## config.mk

```make
export PLATFORM = sky130hd
export DESIGN_NAME = vlseq_strip_mine
export DESIGN_NICKNAME = d
export VERILOG_FILES = /design/src/rtl/vlseq_pkg.sv /design/src/rtl/vlseq_first_len.sv /design/src/rtl/vlseq_advance.sv /design/src/rtl/vlseq_strip_mine.sv
export SDC_FILE = /design/constraint.sdc
export NUM_CORES = 1
export LEC_CHECK = 0
export BUFFER_PORTS_ARGS = -buffer_cell sky130_fd_sc_hd__buf_4
export CAP_MARGIN = 15
export CORE_MARGIN = 2
export CORE_UTILIZATION = 40
export DETAILED_ROUTE_END_ITERATION = 10
export GPL_TIMING_DRIVEN = 0
export PLACE_DENSITY = 0.69
export REMOVE_ABC_BUFFERS = 1
export SLEW_MARGIN = 20
export SYNTH_ARGS = -nofsm -noshare
export SYNTH_HDL_FRONTEND = slang
export SYNTH_SLANG_ARGS = --single-unit
```

## constraint.sdc

```tcl
create_clock -name clk -period 4.8 [get_ports clk]
set_clock_uncertainty 0.15 [all_clocks]
set_input_delay 0.48 -clock clk [delete_from_list [all_inputs] [get_ports clk]]
set_output_delay 0.48 -clock clk [all_outputs]
set_load 0.02 [all_outputs]
```

## src/rtl/vlseq_pkg.sv

```systemverilog
package vlseq_pkg;

    // Default configuration of the sequencer.
    localparam int unsigned DEF_CNT_W  = 24;
    localparam int unsigned DEF_MAX_VL = 64;

    // Sequencer phase.
    typedef enum logic {
        PH_IDLE  = 1'b0,
        PH_ISSUE = 1'b1
    } phase_e;

    // True when v is a nonzero power of two.
    function automatic bit is_pow2(input int unsigned v);
        return (v != 0) && ((v & (v - 1)) == 0);
    endfunction

endpackage

```

## src/rtl/vlseq_first_len.sv

```systemverilog
// Length of the leading partial chunk: count mod MAX_VL, promoted to MAX_VL
// when the remainder is zero. A zero count yields zero.
module vlseq_first_len #(
    parameter int unsigned CNT_W  = 24,
    parameter int unsigned MAX_VL = 64,
    localparam int unsigned VL_W  = $clog2(MAX_VL + 1),
    localparam int unsigned LOG_W = (MAX_VL > 1) ? $clog2(MAX_VL) : 1
) (
    input  logic [CNT_W-1:0] count,
    output logic [VL_W-1:0]  first_vl
);
    import vlseq_pkg::*;

    logic [VL_W-1:0] rem_w;

    generate
        if (is_pow2(MAX_VL) && MAX_VL > 1) begin : g_pow2
            // Remainder is just the low bits of the count.
            assign rem_w = VL_W'(count[LOG_W-1:0]);
        end else begin : g_div
            logic [CNT_W-1:0] rem_full;
            assign rem_full = count % CNT_W'(MAX_VL);
            assign rem_w    = VL_W'(rem_full);
        end
    endgenerate

    always_comb begin
        if (count == '0) begin
            first_vl = '0;
        end else if (rem_w == '0) begin
            first_vl = VL_W'(MAX_VL);
        end else begin
            first_vl = rem_w;
        end
    end

    // Immediate check: the length never exceeds the hardware limit.
    always_comb begin
        AST_FIRST_IN_RANGE: assert (first_vl <= VL_W'(MAX_VL));
    end

endmodule

```

## src/rtl/vlseq_advance.sv

```systemverilog
// Step logic: moves the index and the remaining count past the current chunk
// and flags the final chunk.
module vlseq_advance #(
    parameter int unsigned CNT_W  = 24,
    parameter int unsigned MAX_VL = 64,
    localparam int unsigned VL_W  = $clog2(MAX_VL + 1)
) (
    input  logic [CNT_W-1:0] idx_cur,
    input  logic [CNT_W-1:0] remain_cur,
    input  logic [VL_W-1:0]  vl_cur,
    output logic [CNT_W-1:0] idx_next,
    output logic [CNT_W-1:0] remain_next,
    output logic             is_last
);
    logic [CNT_W-1:0] vl_ext;

    always_comb begin
        vl_ext      = CNT_W'(vl_cur);
        idx_next    = idx_cur + vl_ext;
        remain_next = remain_cur - vl_ext;
        is_last     = (remain_cur <= vl_ext);
    end

endmodule

```

## src/rtl/vlseq_strip_mine.sv

```systemverilog
// Top of the strip-mining sequencer: one struct of state, one next-state
// process, one register process.
module vlseq_strip_mine #(
    parameter int unsigned CNT_W  = vlseq_pkg::DEF_CNT_W,
    parameter int unsigned MAX_VL = vlseq_pkg::DEF_MAX_VL,
    localparam int unsigned VL_W  = $clog2(MAX_VL + 1)
) (
    input  logic             clk,
    input  logic             rst_n,
    input  logic             start,
    input  logic [CNT_W-1:0] trip_count,
    output logic             chunk_valid,
    input  logic             chunk_ready,
    output logic [CNT_W-1:0] chunk_idx,
    output logic [VL_W-1:0]  chunk_vl,
    output logic             done
);
    import vlseq_pkg::*;

    typedef struct packed {
        phase_e           phase;
        logic [CNT_W-1:0] idx;
        logic [CNT_W-1:0] remain;
        logic [VL_W-1:0]  vl;
        logic             done;
    } seq_state_t;

    seq_state_t st_q, st_d;

    logic [VL_W-1:0]  first_vl;
    logic [CNT_W-1:0] idx_step;
    logic [CNT_W-1:0] remain_step;
    logic             last_chunk;

    vlseq_first_len #(
        .CNT_W  (CNT_W),
        .MAX_VL (MAX_VL)
    ) u_first_len (
        .count    (trip_count),
        .first_vl (first_vl)
    );

    vlseq_advance #(
        .CNT_W  (CNT_W),
        .MAX_VL (MAX_VL)
    ) u_advance (
        .idx_cur     (st_q.idx),
        .remain_cur  (st_q.remain),
        .vl_cur      (st_q.vl),
        .idx_next    (idx_step),
        .remain_next (remain_step),
        .is_last     (last_chunk)
    );

    always_comb begin
        st_d      = st_q;
        st_d.done = 1'b0;
        case (st_q.phase)
            PH_IDLE: begin
                if (start) begin
                    if (trip_count == '0) begin
                        st_d.done = 1'b1;
                    end else begin
                        st_d.phase  = PH_ISSUE;
                        st_d.idx    = '0;
                        st_d.remain = trip_count;
                        st_d.vl     = first_vl;
                    end
                end
            end
            PH_ISSUE: begin
                if (chunk_ready) begin
                    if (last_chunk) begin
                        st_d.phase  = PH_IDLE;
                        st_d.done   = 1'b1;
                        st_d.remain = '0;
                    end else begin
                        st_d.idx    = idx_step;
                        st_d.remain = remain_step;
                        st_d.vl     = VL_W'(MAX_VL);
                    end
                end
            end
            default: st_d.phase = PH_IDLE;
        endcase
    end

    always_ff @(posedge clk) begin
        if (!rst_n) begin
            st_q <= '0;
        end else begin
            st_q <= st_d;
        end
    end

    assign chunk_valid = (st_q.phase == PH_ISSUE);
    assign chunk_idx   = st_q.idx;
    assign chunk_vl    = st_q.vl;
    assign done        = st_q.done;

    AST_HOLD_STALL: assert property (@(posedge clk) disable iff (!rst_n)
        chunk_valid && !chunk_ready |=> chunk_valid && $stable(chunk_idx) && $stable(chunk_vl));
    AST_LATER_FULL: assert property (@(posedge clk) disable iff (!rst_n)
        chunk_valid && chunk_ready |=> !chunk_valid || chunk_vl == VL_W'(MAX_VL));
    AST_IDX_STEP: assert property (@(posedge clk) disable iff (!rst_n)
        chunk_valid && chunk_ready |=> !chunk_valid ||
        chunk_idx == $past(chunk_idx) + CNT_W'($past(chunk_vl)));
    AST_DONE_ONE_CYCLE: assert property (@(posedge clk) disable iff (!rst_n)
        done |=> !done);
    AST_DONE_EXCLUSIVE: assert property (@(posedge clk) disable iff (!rst_n)
        !(done && chunk_valid));
    AST_VL_NONZERO: assert property (@(posedge clk) disable iff (!rst_n)
        chunk_valid |-> chunk_vl != '0 && chunk_vl <= VL_W'(MAX_VL));

endmodule

```

**After elaboration in Yosys (flattened, before gate mapping)**

Cells that the tools add are included.
Widths: inputs -> output; s select.

- Add/subtract/negate cells: 2
- Multiply operators: 0
- Div/mod/pow operators: 0
- $lt $le $gt $ge: 1
- Equal/unequal tests: 4
- Shift operators: 0
- Muxes and demuxes: 11
- Bitwise operators: 1
- Reduce and logical (&&, ||, !) cells: 4

Operator list:

| kind | count |
|---|---|
| $mux 57 | 2 |
| $pmux 57 s2 | 1 |
| $mux 56 | 1 |
| $mux 24 | 2 |
| $add 24x7->24 | 1 |
| $le 24x7->1 | 1 |
| $logic_not 24->1 | 1 |
| $sub 24x7->24 | 1 |
| $mux 7 | 2 |
| $ne 2x2->1 const B | 4 |
| $logic_not 7->1 | 1 |
| $reduce_and 4->1 | 1 |
| $mux 1 | 3 |
| $reduce_and 3->1 | 1 |
| $not 1->1 | 1 |

- Flip-flop bits (word level): 57
- Latch bits: 0
- Bits in writable memories: 0
- Memory bits (read-only): 0
- Bits of input ports: 28
- Output and inout bits: 33
- Logic and storage cells: 28
- Memories kept: 0

**Logic depth before layout (Yosys ltp)**

Gate-level depths: netlist (run 1).

- Depth after elaboration: 5
- Depth in mapped cells: 11
- Mapped depth without buffers: 9

**By module**

Synthesis (run 1) repeated with hierarchy kept, for this count alone.

- Cell total of the unflattened synthesis: 590
- Area total of the unflattened synthesis: 4624.4 um^2

Modules (own cells, without submodules):

| module | instances | cells each | area each (um^2) | sequential area each (um^2) |
|---|---|---|---|---|
| vlseq_strip_mine | 1 | 400 | 3256.9 | 1141.1 |
| vlseq_advance | 1 | 174 | 1283.7 | 0.0 |
| vlseq_first_len | 1 | 16 | 83.8 | 0.0 |

**Least setup slack after synthesis (run 1)**

Ideal clock, no wire load.

- Path kind: register to register
- Start point: register st_q[8] (netlist bit)
- End point: register st_q (netlist bit chunk_idx[18])
- Arrival time: 2.479 ns
- Path slack: 2.100 ns
- Cell stages (with the launch flop): 11
- Clock period less this slack: 2.700 ns
- Path through: dfxtp_1 > inv_1 > ha_1 > fa_1 > nand2b_1 > a211oi_4 > o21a_2 > o221ai_1 > buf_2 > or4_1 > a21oi_1

- Cells in the longest elaborated chain, start to end: 3

RTL lines:

| what | line | RTL |
|---|---|---|
| from (decl) | vlseq_strip_mine.sv:28 | `seq_state_t st_q, st_d;` |
| from (signal assigned) | vlseq_strip_mine.sv:92 | `st_q <= st_d;` |
| $le 24x7->1 | vlseq_advance.sv:21 | `is_last = (remain_cur <= vl_ext);` |
| $ne 2x2->1 (no line) | n/a |  |
| $reduce_and 4->1 (no line) | n/a |  |

Every way passes these cells.
A chain may end at the register's enable or synchronous reset.

**Worst setup path in the final report (run 1)**

- Start point: register st_q (netlist bit chunk_valid)
- End point: register st_q (netlist bit chunk_idx[14])

- Cells in the longest elaborated chain, start to end: 3

RTL lines:

| what |
|---|
| $not 1->1 |
| $ne 2x2->1 (no line) |
| $reduce_and 4->1 (no line) |

Parallel ways exist; a longest one is shown, timed or not.

==> results of run 1 <==
[placed cells by master (no fill, tap or decap), drive strengths merged, types with 6 or more instances in the layout]
| cell type | Yosys | routed |
|---|---|---|
| ha | 14 | 14 |
| nand3 | 20 | 20 |
| nand2 | 32 | 32 |
| nor2 | 33 | 33 |
| o31ai | 16 | 16 |
| a22oi | 7 | 7 |
| clkbuf | 14 | 11 |
| xnor2 | 6 | 6 |
| nor3 | 8 | 8 |
| nand2b | 8 | 8 |
| dfxtp | 57 | 57 |
| o21ai | 26 | 26 |
| a31oi | 6 | 6 |
| nor4 | 10 | 10 |
| nand4 | 7 | 7 |
| or4 | 19 | 19 |
| a211oi | 7 | 7 |
| a21oi | 48 | 48 |
| buf | 42 | 61 |
| inv | 18 | 18 |
[cell usage after synthesis, types with 2 or more instances]
cell type	n	area, um^2
a21boi_0	4	30.0
and3_1	4	25.0
a222oi_1	5	50.1
a21oi_1	46	230
o31a_1	3	26.3
o41ai_1	2	17.5
o221ai_1	2	17.5
a21oi_2	2	17.5
o21ai_0	25	125
a221o_1	4	40.0
a211o_1	3	26.3
nor3_1	7	35.0
inv_1	18	67.6
or3_1	4	25.0
nor2_1	33	124
nor4_1	10	62.6
nand2b_1	8	50.1
nor2b_1	2	12.5
a31oi_1	6	37.5
xor2_1	4	35.0
buf_4	33	248
dfxtp_1	57	1140
a21o_1	3	22.5
nand4_1	7	43.8
buf_2	7	35.0
xnor2_1	6	52.6
a22oi_1	7	52.6
nand3_1	20	100
o21a_1	2	15.0
or2_2	4	25.0
a211oi_1	5	37.5
clkbuf_1	14	52.6
nor3b_1	2	15.0
nand4b_1	2	17.5
and2_1	5	31.3
or4_1	17	128
o32ai_1	2	17.5
o31ai_1	15	113
or4_4	2	22.5
nor4b_1	2	17.5
fa_1	2	40.0
nand2_1	32	120
ha_1	14	175
[routing by layer]
metal | wire, um | track usage | share of wire | vias to the layer above
met2 | 4780 | 0.322 | 0.48 | 97
met5 | 0 | 0 | 0 | -
met1 | 4580 | 0.260 | 0.46 | 1772
met3 | 410 | 0.0421 | 0.041 | 13
li1 | - | - | - | 1786
met4 | 155 | 0.0696 | 0.016 | 0
[critical path: cells and delay by family (launching register included)]
kind	cells	cell delay [ps]
flops	1	350
simple gates	2	1080
compound gates	3	1610
[layout make-up]
type / count / area share
tap: 129 / 0.0379
timing repair buffer: 61 / 0.108
sequential: 57 / 0.268
multi-input combinational: 343 / 0.534
clock inverter: 1 / 0.00118
clock buffer: 11 / 0.0356
inverter: 18 / 0.0159
[per-stage QoR]
step | total power, mW | std cells
after floorplan | 0.820 | 418
after global placement | 0.919 | 607
after detailed placement | 0.934 | 608
after CTS | 1.32 | 620
after global routing | 1.40 | 620
final | 1.32 | 620
[logic make-up (layout without fill, tap and decap cells)]
kind of cell             Yosys count  after routing  share of synthesized area
adder cells (fa/ha/maj)           16             16                     0.0567
XOR/XNOR                          10             10                     0.0231
buffers and inverters             74             91                      0.110
flip-flops                        57             57                      0.300
AND/OR/NAND/NOR                  165            165                      0.235
AO/OA/AOI/OAI                    151            151                      0.272
multiplexers                       1              1                    0.00296
[power groups by stage]
stage / registers [mW] / logic (mW) / clock network, mW
floorplan: 0.540 / 0.280 / 0
global placement: 0.542 / 0.377 / 0
detailed placement: 0.543 / 0.391 / 0
CTS: 0.532 / 0.392 / 0.399
global route: 0.537 / 0.439 / 0.419
finish: 0.533 / 0.396 / 0.392
[worst max path at each step]
stage,from,to,slack (ps),depth (start not counted)
2_1_floorplan,chunk_vl[5],chunk_idx[7],1850,8
3_3_place_gp,trip_count[20],chunk_idx[7],1000,7
3_5_place_dp,start,chunk_idx[22],1280,6
4_1_cts,chunk_valid,chunk_idx[22],1480,5
5_1_grt,chunk_vl[0],st_q[21],1290,8
6_report,chunk_valid,chunk_idx[14],1520,5
[sequential cells by signal, summed over array words and instances, names as in the netlist]
register	flops
chunk_vl	7
done	1
chunk_valid	1
st_q	24
chunk_idx	24
==> results by stage, run 1 <==
Routing:
- The DRC violation total after the first TritonRoute iteration is 294.
- The via count is around 3,700.
- The first detailed-routing pass ran for 6 iterations.
- Summed over all layers, the routed wires come to roughly 9900 um.
- The final routed DRC violation total is 0.
- Once detail routing completed, the nets flagged for antenna violations numbered 0.
- The average wire per standard cell is around 16 um.
- The average via count per standard cell is 5.92.

Placed design:
- The worst setup slack before clock tree synthesis is 1280 ps.
- In this run the tool buffered the top-level ports with 60 buffer cells.
- The post-detailed-placement cell area is around 4000 um^2.
- Routability-driven placement finished with a final weighted congestion of between 0.8 and 0.9.
- The HPWL after detailed placement is between 6000 and 7000 um.

Global route:
- The aggregate global-route resource usage is 0.198.
- The first global-routing pass estimated ~16,000 um of wire.
- The via count of the first global-routing pass was approximately 3,500.
- Entering global routing, the biggest net connects 39 pins.
- The initial antenna violation count is 0.
- The global-route congestion overflow total is 0.

Setup path:
- STA puts the critical path data required time at 4910 ps.
- The cell depth of the worst flop-to-flop path is 5.
- The slowest cell on the critical path is o31a_1.
- The internal reg-to-reg setup slack is between 1500 and 2000 ps.
- The critical path in this run is classified as reg2reg.
- The arrival time of the worst setup path is 3390 ps.
- Walking the worst path, the cells encountered are nor2b_1 > o31a_1 > o221ai_1 > or4_1 > a21oi_1.
- STA classifies the critical path startpoint as a register.
- The endpoint class of the critical path is a register.
- The worst register-to-register path begins at chunk_valid.
- The reg-to-reg critical path endpoint is chunk_idx[14].
- In this design, the stage delay of the slowest critical-path cell is 880 ps.
- The top fanout value on the critical path is 22.

STA:
- The final worst-path setup slack is approximately 1500 ps.
- The upper clock frequency limit is 305 MHz.
- The final critical-path required period is 3280 ps.
- The final hold violation count came to 0.
- Setup repair after global routing left no endpoint under its margin.
- The worst hold margin is between 200 and 250 ps.
- Setup violations remaining at the end of the flow were counted as 0.
- The tightest slew margin relative to the limit is 0.309.
- The accumulated negative setup slack is 0 ps.
- For the pin with the worst max-slew slack, the measured transition is just over 1000 ps.
- The share of the cycle needed by the critical path after routing is 0.684.
- The final-report max-slew violation count came to 0.

Layout:
- The area of combinational cells with multiple inputs is around 2300 um^2.
- The area growth from synthesis to layout is 12.0%.
- The share of the core filled with cells in the final layout is 0.460.
- The register area is approximately 1100 um^2.
- In the final layout, the share of cells above drive strength 1 is 0.185.
- The number of nets in the layout is roughly 530.
- 0 antenna diodes ended up in the layout.
- The filler cell count in the final layout is about 930.
- After routing the design area is 4250 um^2.

CTS:
- Buffers inserted during clock tree synthesis total 9.
- The number of buffers inserted by post-CTS setup repair is 0.
- Counting along the longest clock path gives a buffer depth of 2.
- The number of hold-repair buffers added at the cts stage is 0.
- Clock latency on the worst-skew pair, taken at its later pin, is about 340 ps.
- The clock root buffer master is clkbuf_8.
- The number of cells upsized or downsized after cts is 0.
- Clock-pin slew was measured on the worst setup and hold paths at ~60 ps.
- The number of levels in the clock H-tree is 3.
- TritonCTS built the clock tree.
- The clock net in this run drives a total of 57 sinks.

Min path:
- The worst hold path was traced through 3 stages.
- The min-delay analysis places its worst path in the category in2reg.
- The worst hold path startpoint is trip_count[10].
- The worst hold path terminates at st_q[18].

Logic synthesis:
- The count of synthesis-stage warnings from yosys is 0.
- Synthesis inferred between 50 and 60 register bits.
- The post-synthesis async set-or-reset flop share is 0.
- The synthesized instance count is ~470.
- The synthesized netlist occupies a cell area of between 3000 and 4000 um^2.
- The commonest register cell after synthesis is dfxtp_1.
- The share of the yosys chip area belonging to registers is 0.300.
- Counting flops with a built-in enable in the synthesized netlist gives 0.
- The count of cell types in the netlist is 65.
- A synthesized cell averages 8.01 um^2.

Floorplanning:
- The floorplan step set the die height to just over 100 um.
- The initial core utilization is 0.411.
- The floorplan has 35 rows.
- In this run the standard cell core region covers 9240 um^2.
- The overall die area is ~10,000 um^2.
- In this run the count of I/O pins placed on the die edge is slightly above 60.
- The floorplan step set the die width to slightly above 100 um.

Power:
- The share of total power dissipated in the clock network is 0.297.
- The fraction of power consumed by sequential logic is 0.404.
- The switching power total is about 0.46 mW.
- The combinational cell fraction of total power is 0.300.
- Across the VDD grid, the largest voltage drop is 0.000104 V.
- The total internal power is ~0.86 mW.
- Of the total power, the share spent switching nets is 0.346.
- For this design the ratio of total power to cell area is roughly 310 nW/um^2.
- In this run the static leakage power is between 1.5 and 2 nW.

Status:
- The flow ran to the end, and the final reports show no timing, DRC or antenna violations.

Job:
- Across the run, the number of max-cap violations was 0.
No activity file was read; power rests on OpenSTA's default activity.
==> inputs of run 2 (changes only) <==
Clock period 4.8 ns to 3.2 ns, I/O delays scaled along.
==> results by stage, run 2 (synthesis gave the netlist of run 1 again) <==
Routing:
- The detailed-routing iteration count for the pre-antenna-repair pass is 7.
- Using the TritonRoute via totals, the vias-per-cell ratio works out to 5.92.
- Wires add up to a little over 10,000 um.
- The detailed router finished its first iteration with between 300 and 400 violations.
- The detailed router placed between 3,000 and 4,000 vias in this run.
- After detailed routing, the number of remaining DRC violations is 0.
- In this run the remaining antenna-violating nets after routing total 0.
- In the final routed layout, each cell accounts on average for between 15 and 20 um.

CTS:
- The largest buffer count on any clock path is 2.
- CTS built an H-tree with a depth of 3.
- The number of CTS-inserted buffers is 9.
- The TritonCTS clock tree is yes.
- The clock transition at the registers of the reported paths is ~60 ps.
- The tree built by TritonCTS fans out to 57 sinks.
- The clock root buffer master is clkbuf_8.
- At the later pin of the worst-skew pair, clock insertion delay measures 340 ps.

Layout:
- The proportion of layout cells with a drive suffix above 1 is 0.193.
- The area growth from synthesis to final layout is 13.1%.
- The final antenna diode count is 0.
- The layout has around 900 filler cells.
- The library cell used most frequently in the layout, excluding fill and tap cells, is buf_4.
- For this run, the share of the core covered by cells in the final layout is 0.465.
- The number of standard cells in the layout, taps in and fillers out is 622.
- The top cell types in the final layout, fill and taps aside, are buf_4 (62), dfxtp_1 (57), a21oi_1 (46).
- The net count of the finished layout is between 500 and 600.

STA:
- The final-report max-slew violation count is 0.
- The final worst-path setup slack is approximately 220 ps.
- The final hold violation count is 0.
- The clock period could shrink to 2980 ps.
- Setup violations remaining at the end of the flow were counted as 0.
- Headroom to the max-slew limit came out at 0.306.
- In the finished design, the share of the clock period the worst path needs comes to 0.932.
- Setup repair after global routing left no endpoint under its margin.
- Static timing analysis puts the maximum clock frequency at 335 MHz.
- The accumulated negative setup slack is 0 ps.
- For the pin with the worst max-slew slack, the measured transition is 1040 ps.

Floorplanning:
- The top-level I/O count is just over 60.
- For this configuration, the core starts out at a cell density of 0.411.
- The horizontal die dimension is 101 um.
- Measured along the y axis, the die boundary spans 101 um.
- The site row count is 35.
- After floorplanning, the core was sized to cover 9240 um^2.
- The overall die area is slightly above 10,000 um^2.

Global route:
- The via count of the first global-routing pass was between 3,000 and 4,000.
- Across every metal layer, demand over resource in global routing totals 0.198.
- The global-route congestion overflow total is 0.
- The maximum number of pins on one net before global-route repair is 39.
- The first global-routing pass estimated approximately 16,000 um of wire.
- The initial antenna violation count is 0.

Power:
- The power density relative to cell area is ~470 nW/um^2.
- The maximum resistive drop on vdd is 0.000174 V.
- The reported leakage power is ~1.6 nW.

Setup path:
- STA classifies the critical path startpoint as a register.
- The endpoint class of the critical path is a register.
- In this run the worst path has a maximum fanout of 12.
- The slowest cell on the critical path is or4_1.
- The arrival time of the worst setup path is roughly 3100 ps.
- The gate family responsible for the most delay along the worst path is compound AO/OA/AOI/OAI gates.
- The signal on the critical path passes through ha_1 > fa_1 > nand2b_1 > a211oi_4 > o21a_2 > o221ai_2 > or4_1 > a21oi_1.
- The worst stage delay on the critical path is about 540 ps.
- The setup path with the least slack is of type reg2reg.
- The worst endpoint required time is ~3300 ps.
- Together, buffers and inverters on the worst path number 0.

Placed design:
- The number of placed instances, taps included is 608.
- The global placement routability congestion is about 0.85.
- Detailed placement ended at an HPWL of roughly 6900 um.
- Prior to clock tree synthesis, the placed netlist has a worst setup slack of -164 ps.
- Buffers placed on the I/O ports in this run total 60.

Min path:
- The worst hold-check path type is in2reg.

Job:
- The tool flagged a number of max-cap violations equal to 0.

Status:
- The flow ran to the end, and the final reports show no timing, DRC or antenna violations.
[run 2: path summary, 6_finish.rpt]
path,startpoint,endpoint,slack (ps),cells past startpoint
worst max-delay path,chunk_vl[0],chunk_idx[14],220,8
worst min-delay path,trip_count[10],st_q[18],50,3
worst max register to register,chunk_vl[0],chunk_idx[14],220,8
worst min register to register,chunk_idx[4],chunk_idx[4],330,2
[run 2: report_power, final]
part / total [mW] / internal [mW] / switching, mW
registers: 0.800 / 0.752 / 0.0483
logic: 0.624 / 0.250 / 0.374
clock network: 0.588 / 0.304 / 0.284
[run 2: repair_timing]
| action | in CTS | in global routing |
|---|---|---|
| setup endpoints to repair | 5 | 29 |
| hold buffers | 0 | 0 |
| setup buffers | 0 | 1 |
| pin swaps | 0 | 3 |
| resized for setup | 2 | 2 |
| gates cloned | 0 | 1 |
| hold endpoints to repair | 0 | 0 |
[run 2: worst min-delay path, cell delays in order]
cell,delay [ps]
buf_4,90
a32oi_1,50
o21ai_0,60
[run 2: cell type report]
class | instances | area [um^2] | area share
tap | 129 | 161 | 0.0376
multi-input combinational | 344 | 2300 | 0.536
clock buffer | 11 | 151 | 0.0352
timing repair buffer | 62 | 465 | 0.108
sequential | 57 | 1140 | 0.266
clock inverter | 1 | 5.00 | 0.00116
inverter | 18 | 67.6 | 0.0157
[run 2: layer usage]
metal  vias to the layer above  wire length [um]  track usage
met4                         0               141       0.0696
met2                        95              4880        0.322
met3                        13               438       0.0421
li1                       1786                 -            -
met1                      1788              4650        0.260
met5                         -                 0            0
[run 2: through the flow]
step | power, mW | hold slack (ps) | area (um^2)
finish | 2.01 | 54.8 | 4300
global route | 2.12 | 71.6 | 4300
CTS | 1.99 | 51.7 | 4260
detailed placement | 1.40 | 318 | 4090
global placement | 1.38 | 312 | 4060
floorplan | 1.23 | 288 | 3450
==> inputs of run 3 (changes only) <==
Settings changed: ABC_AREA set to 1, PLACE_DENSITY 0.69 to 0.68, SKIP_LAST_GASP set to 1.
==> results by stage, run 3 <==
Floorplanning:
- Measured along the x axis, the die boundary spans roughly 110 um.
- Row generation in the floorplan step produced 36 rows.
- For this design the top-level I/O count stands at 61.
- The area of the core region is ~10000 um^2.
- The initial utilization of the core area, before any placement, comes to 0.416.
- The die covers about 11,000 um^2.
- The height of the die is between 100 and 150 um.

Logic synthesis:
- The commonest register cell after synthesis is dfxtp_1.
- In this run, synthesis produced a sequential element count of 57.
- The number of enable flip-flop cells after synthesis is 0.
- The share of synthesized area in the top cell type comes to 0.278.
- The count of cell types in the netlist is 44.
- The Yosys step of the flow raised 0 warnings.
- In the post-synthesis netlist, the biggest area contributors are dfxtp_1 (28%), nand2_1 (13%), nor2_1 (7.6%), nand3_1 (7.3%), buf_4 (5.9%).
- Of the synthesized area, sequential elements account for 0.278.
- The mean cell area of the mapped netlist is approximately 6.5 um^2.
- Yosys instantiated no cell more often than nand2_1.
- The synthesized instance count is between 600 and 700.
- After synthesis the cells add up to ~4000 um^2.
- Counting instances in the post-synthesis netlist gives the leading cell types as nand2_1 (142), nor2_1 (83), inv_1 (62).
- For this run, asynchronously set or reset flops after synthesis account for 0.
- The most area-hungry cell type in the Yosys netlist is dfxtp_1.

Global route:
- The first-pass GRT wire length is about 18,000 um.
- The via count of the first global-routing pass is approximately 3,800.
- The initial antenna violation count is 0.
- Global routing finished with a remaining overflow of 0.
- In the global route stage, overall resource usage came out at 0.199.
- The maximum number of pins on one net before global-route repair is 29.

STA:
- The final hold violation count is 0.
- Adding up every negative setup slack in the final design gives 0 ps.
- The final-report max-slew violation count was 0.
- At the pin with the least slew margin, the transition time is approximately 760 ps.
- Setup repair after global routing left no endpoint under its margin.
- Setup violations remaining at the end of the flow were counted as 0.
- Of the available clock period, the critical path in the final layout requires 0.833.
- The final critical-path required period is about 2700 ps.
- The tightest slew margin relative to the limit is 0.489.
- Timing would allow up to approximately 380 MHz.

Layout:
- The area growth from synthesis to final layout is 12.3%.
- The library cell used most frequently in the layout, excluding fill and tap cells, is nand2_1.
- The number of nets in the layout is ~700.
- Leaving out fill and tap cells, the most frequent cells in the layout are nand2_1 (142), nor2_1 (83), inv_1 (62).
- 0 antenna diodes ended up in the layout.
- Of the cells placed in the final design, the portion with a size suffix greater than 1 is 0.158.
- For this run, the number of standard cells in the final layout without fillers is between 700 and 800.
- The final non-filler cell area is 4610 um^2.
- The filler cell count in the final layout is 1,028.

Routing:
- The antenna violation net count after detailed routing is 0.
- Summed over all layers, the routed wires come to approximately 11,000 um.
- The detailed-routing iteration count for the pre-antenna-repair pass is 5.
- The average via count per standard cell is about 5.
- The DRC violation total after the first TritonRoute iteration is between 150 and 200.
- The average wire per standard cell is 13.4 um.
- The final routed DRC violation total is 0.
- Detailed routing inserted a total of slightly above 4,000 vias.

Setup path:
- The worst register-to-register path ends at chunk_idx[16].
- STA classifies the critical path endpoint as a register.
- The top fanout value on the critical path is 4.
- In this run the register-to-register setup slack is 530 ps.
- The reg-to-reg critical path startpoint is chunk_vl[0].
- The worst endpoint required time is around 3300 ps.
- The worst register-to-register path has a depth of 15.
- STA classifies the critical path startpoint as a register.
- The critical path is of the reg2reg type.
- Data on the critical path arrives at its endpoint at 2760 ps.

CTS:
- Clock tree synthesis selected as its root buffer the cell clkbuf_8.
- The number of hold-repair buffers added at the cts stage is 0.
- Counting the buffers created by CTS gives 9.
- The number of cells upsized or downsized after cts is 0.
- The total clock sinks is 57.
- The largest buffer count on any clock path is 2.
- After clock tree synthesis, the clock-pin slew on the worst setup and hold paths is 70 ps.
- The number of buffers inserted by post-CTS setup repair is 0.
- For the worst-skew pair, the clock arrives at the later sink with an insertion delay of roughly 340 ps.
- The number of levels in the clock H-tree is 3.
- The TritonCTS clock tree is yes.

Power:
- The reported leakage power is just under 2 nW.
- For this design the ratio of total power to cell area is roughly 470 nW/um^2.
- The maximum resistive drop on vdd is between 0.00015 and 0.0002 V.
- The design draws roughly 2.2 mW.

Job:
- The total of max-cap violations is 0.

Placed design:
- The count of input and output buffers is 60.
- The post-detailed-placement cell area is about 4400 um^2.
- The number of placed instances, taps included is 781.
- The global placement routability congestion is slightly above 0.9.
- Summed over all nets, the half-perimeter wirelength after detailed placement is ~8000 um.

Min path:
- For hold timing, the worst endpoint is st_q[24].
- The worst hold path passes through 3 cells.
- The worst hold path startpoint is trip_count[16].
- The worst hold-check path type is in2reg.

Status:
- The run finished with clean final reports.
## run 3: cell count changes in the layout (fill, tap and decap cells not counted), sizes merged, moves of 6 or more
cell,before,now
nand2b,8,0
o21ai,26,32
nor2,33,88
a22oi,7,0
inv,18,66
nand2,32,150
or4,19,0
a31oi,6,24
nor4,10,1
nand3,20,65
o31ai,16,0
## run 3: cells by family after synthesis
logic type / synth area share
adder cells (fa/ha/maj): 0.0524
flip-flops: 0.278
AND/OR/NAND/NOR: 0.358
XOR/XNOR: 0.0128
buffers and inverters: 0.143
AO/OA/AOI/OAI: 0.155
## run 3: worst max-delay path by stage
stage | startpoint | end | slack, ps | cells after the start
5_1_grt | chunk_vl[0] | chunk_idx[16] | 220 | 15
3_5_place_dp | chunk_vl[0] | chunk_idx[12] | 560 | 15
6_report | chunk_vl[0] | chunk_idx[16] | 530 | 15
2_1_floorplan | chunk_vl[0] | chunk_idx[16] | 800 | 15
3_3_place_gp | chunk_vl[0] | chunk_idx[16] | 600 | 14
4_1_cts | chunk_vl[0] | chunk_idx[16] | 550 | 15
## run 3: metrics by stage
| stage | utilization | setup WS (ps) | hold WS (ps) |
|---|---|---|---|
| global route | 0.467 | 215 | 138 |
| floorplan | - | 801 | 293 |
| CTS | 0.466 | 553 | 128 |
| global placement | 0.445 | 597 | 329 |
| detailed placement | 0.445 | 563 | 327 |
| finish | 0.467 | 535 | 130 |
## run 3: power by group
group	internal (mW)	switching (mW)
clock	0.455	0.293
combinational	0.210	0.401
sequential	0.754	0.0421
## run 3: cell type report
cell class	instances	area, um^2	share of cell area
repair buffers	60	450	0.0978
clock inverters	3	65.1	0.0141
flip-flops and latches	57	1140	0.248
clock buffers	12	145	0.0315
inverters	67	256	0.0557
well taps	133	166	0.0361
multi-input cells	464	2380	0.517
## run 3: per-layer routing
metal  GRT usage  up-vias  routed length, um
met5           0        -                  0
met4      0.0705        0                182
met3      0.0359       12                404
met2       0.315      111               4740
met1       0.272     1866               5350
li1            -     2108                  -
## run 3: critical path: stages (launching register included)
cell and delay, ps:
dfxtp_1 400, ha_1 260, inv_1 70, fa_1 360, inv_1 80, nand2_1 70, nor2_1 140, nand2_1 70
nand3_1 180, nand2_1 70, nand2_1 90, nand2_1 70, nor2_2 190, nand2_1 140, o21ai_0 170, nor2_1 60
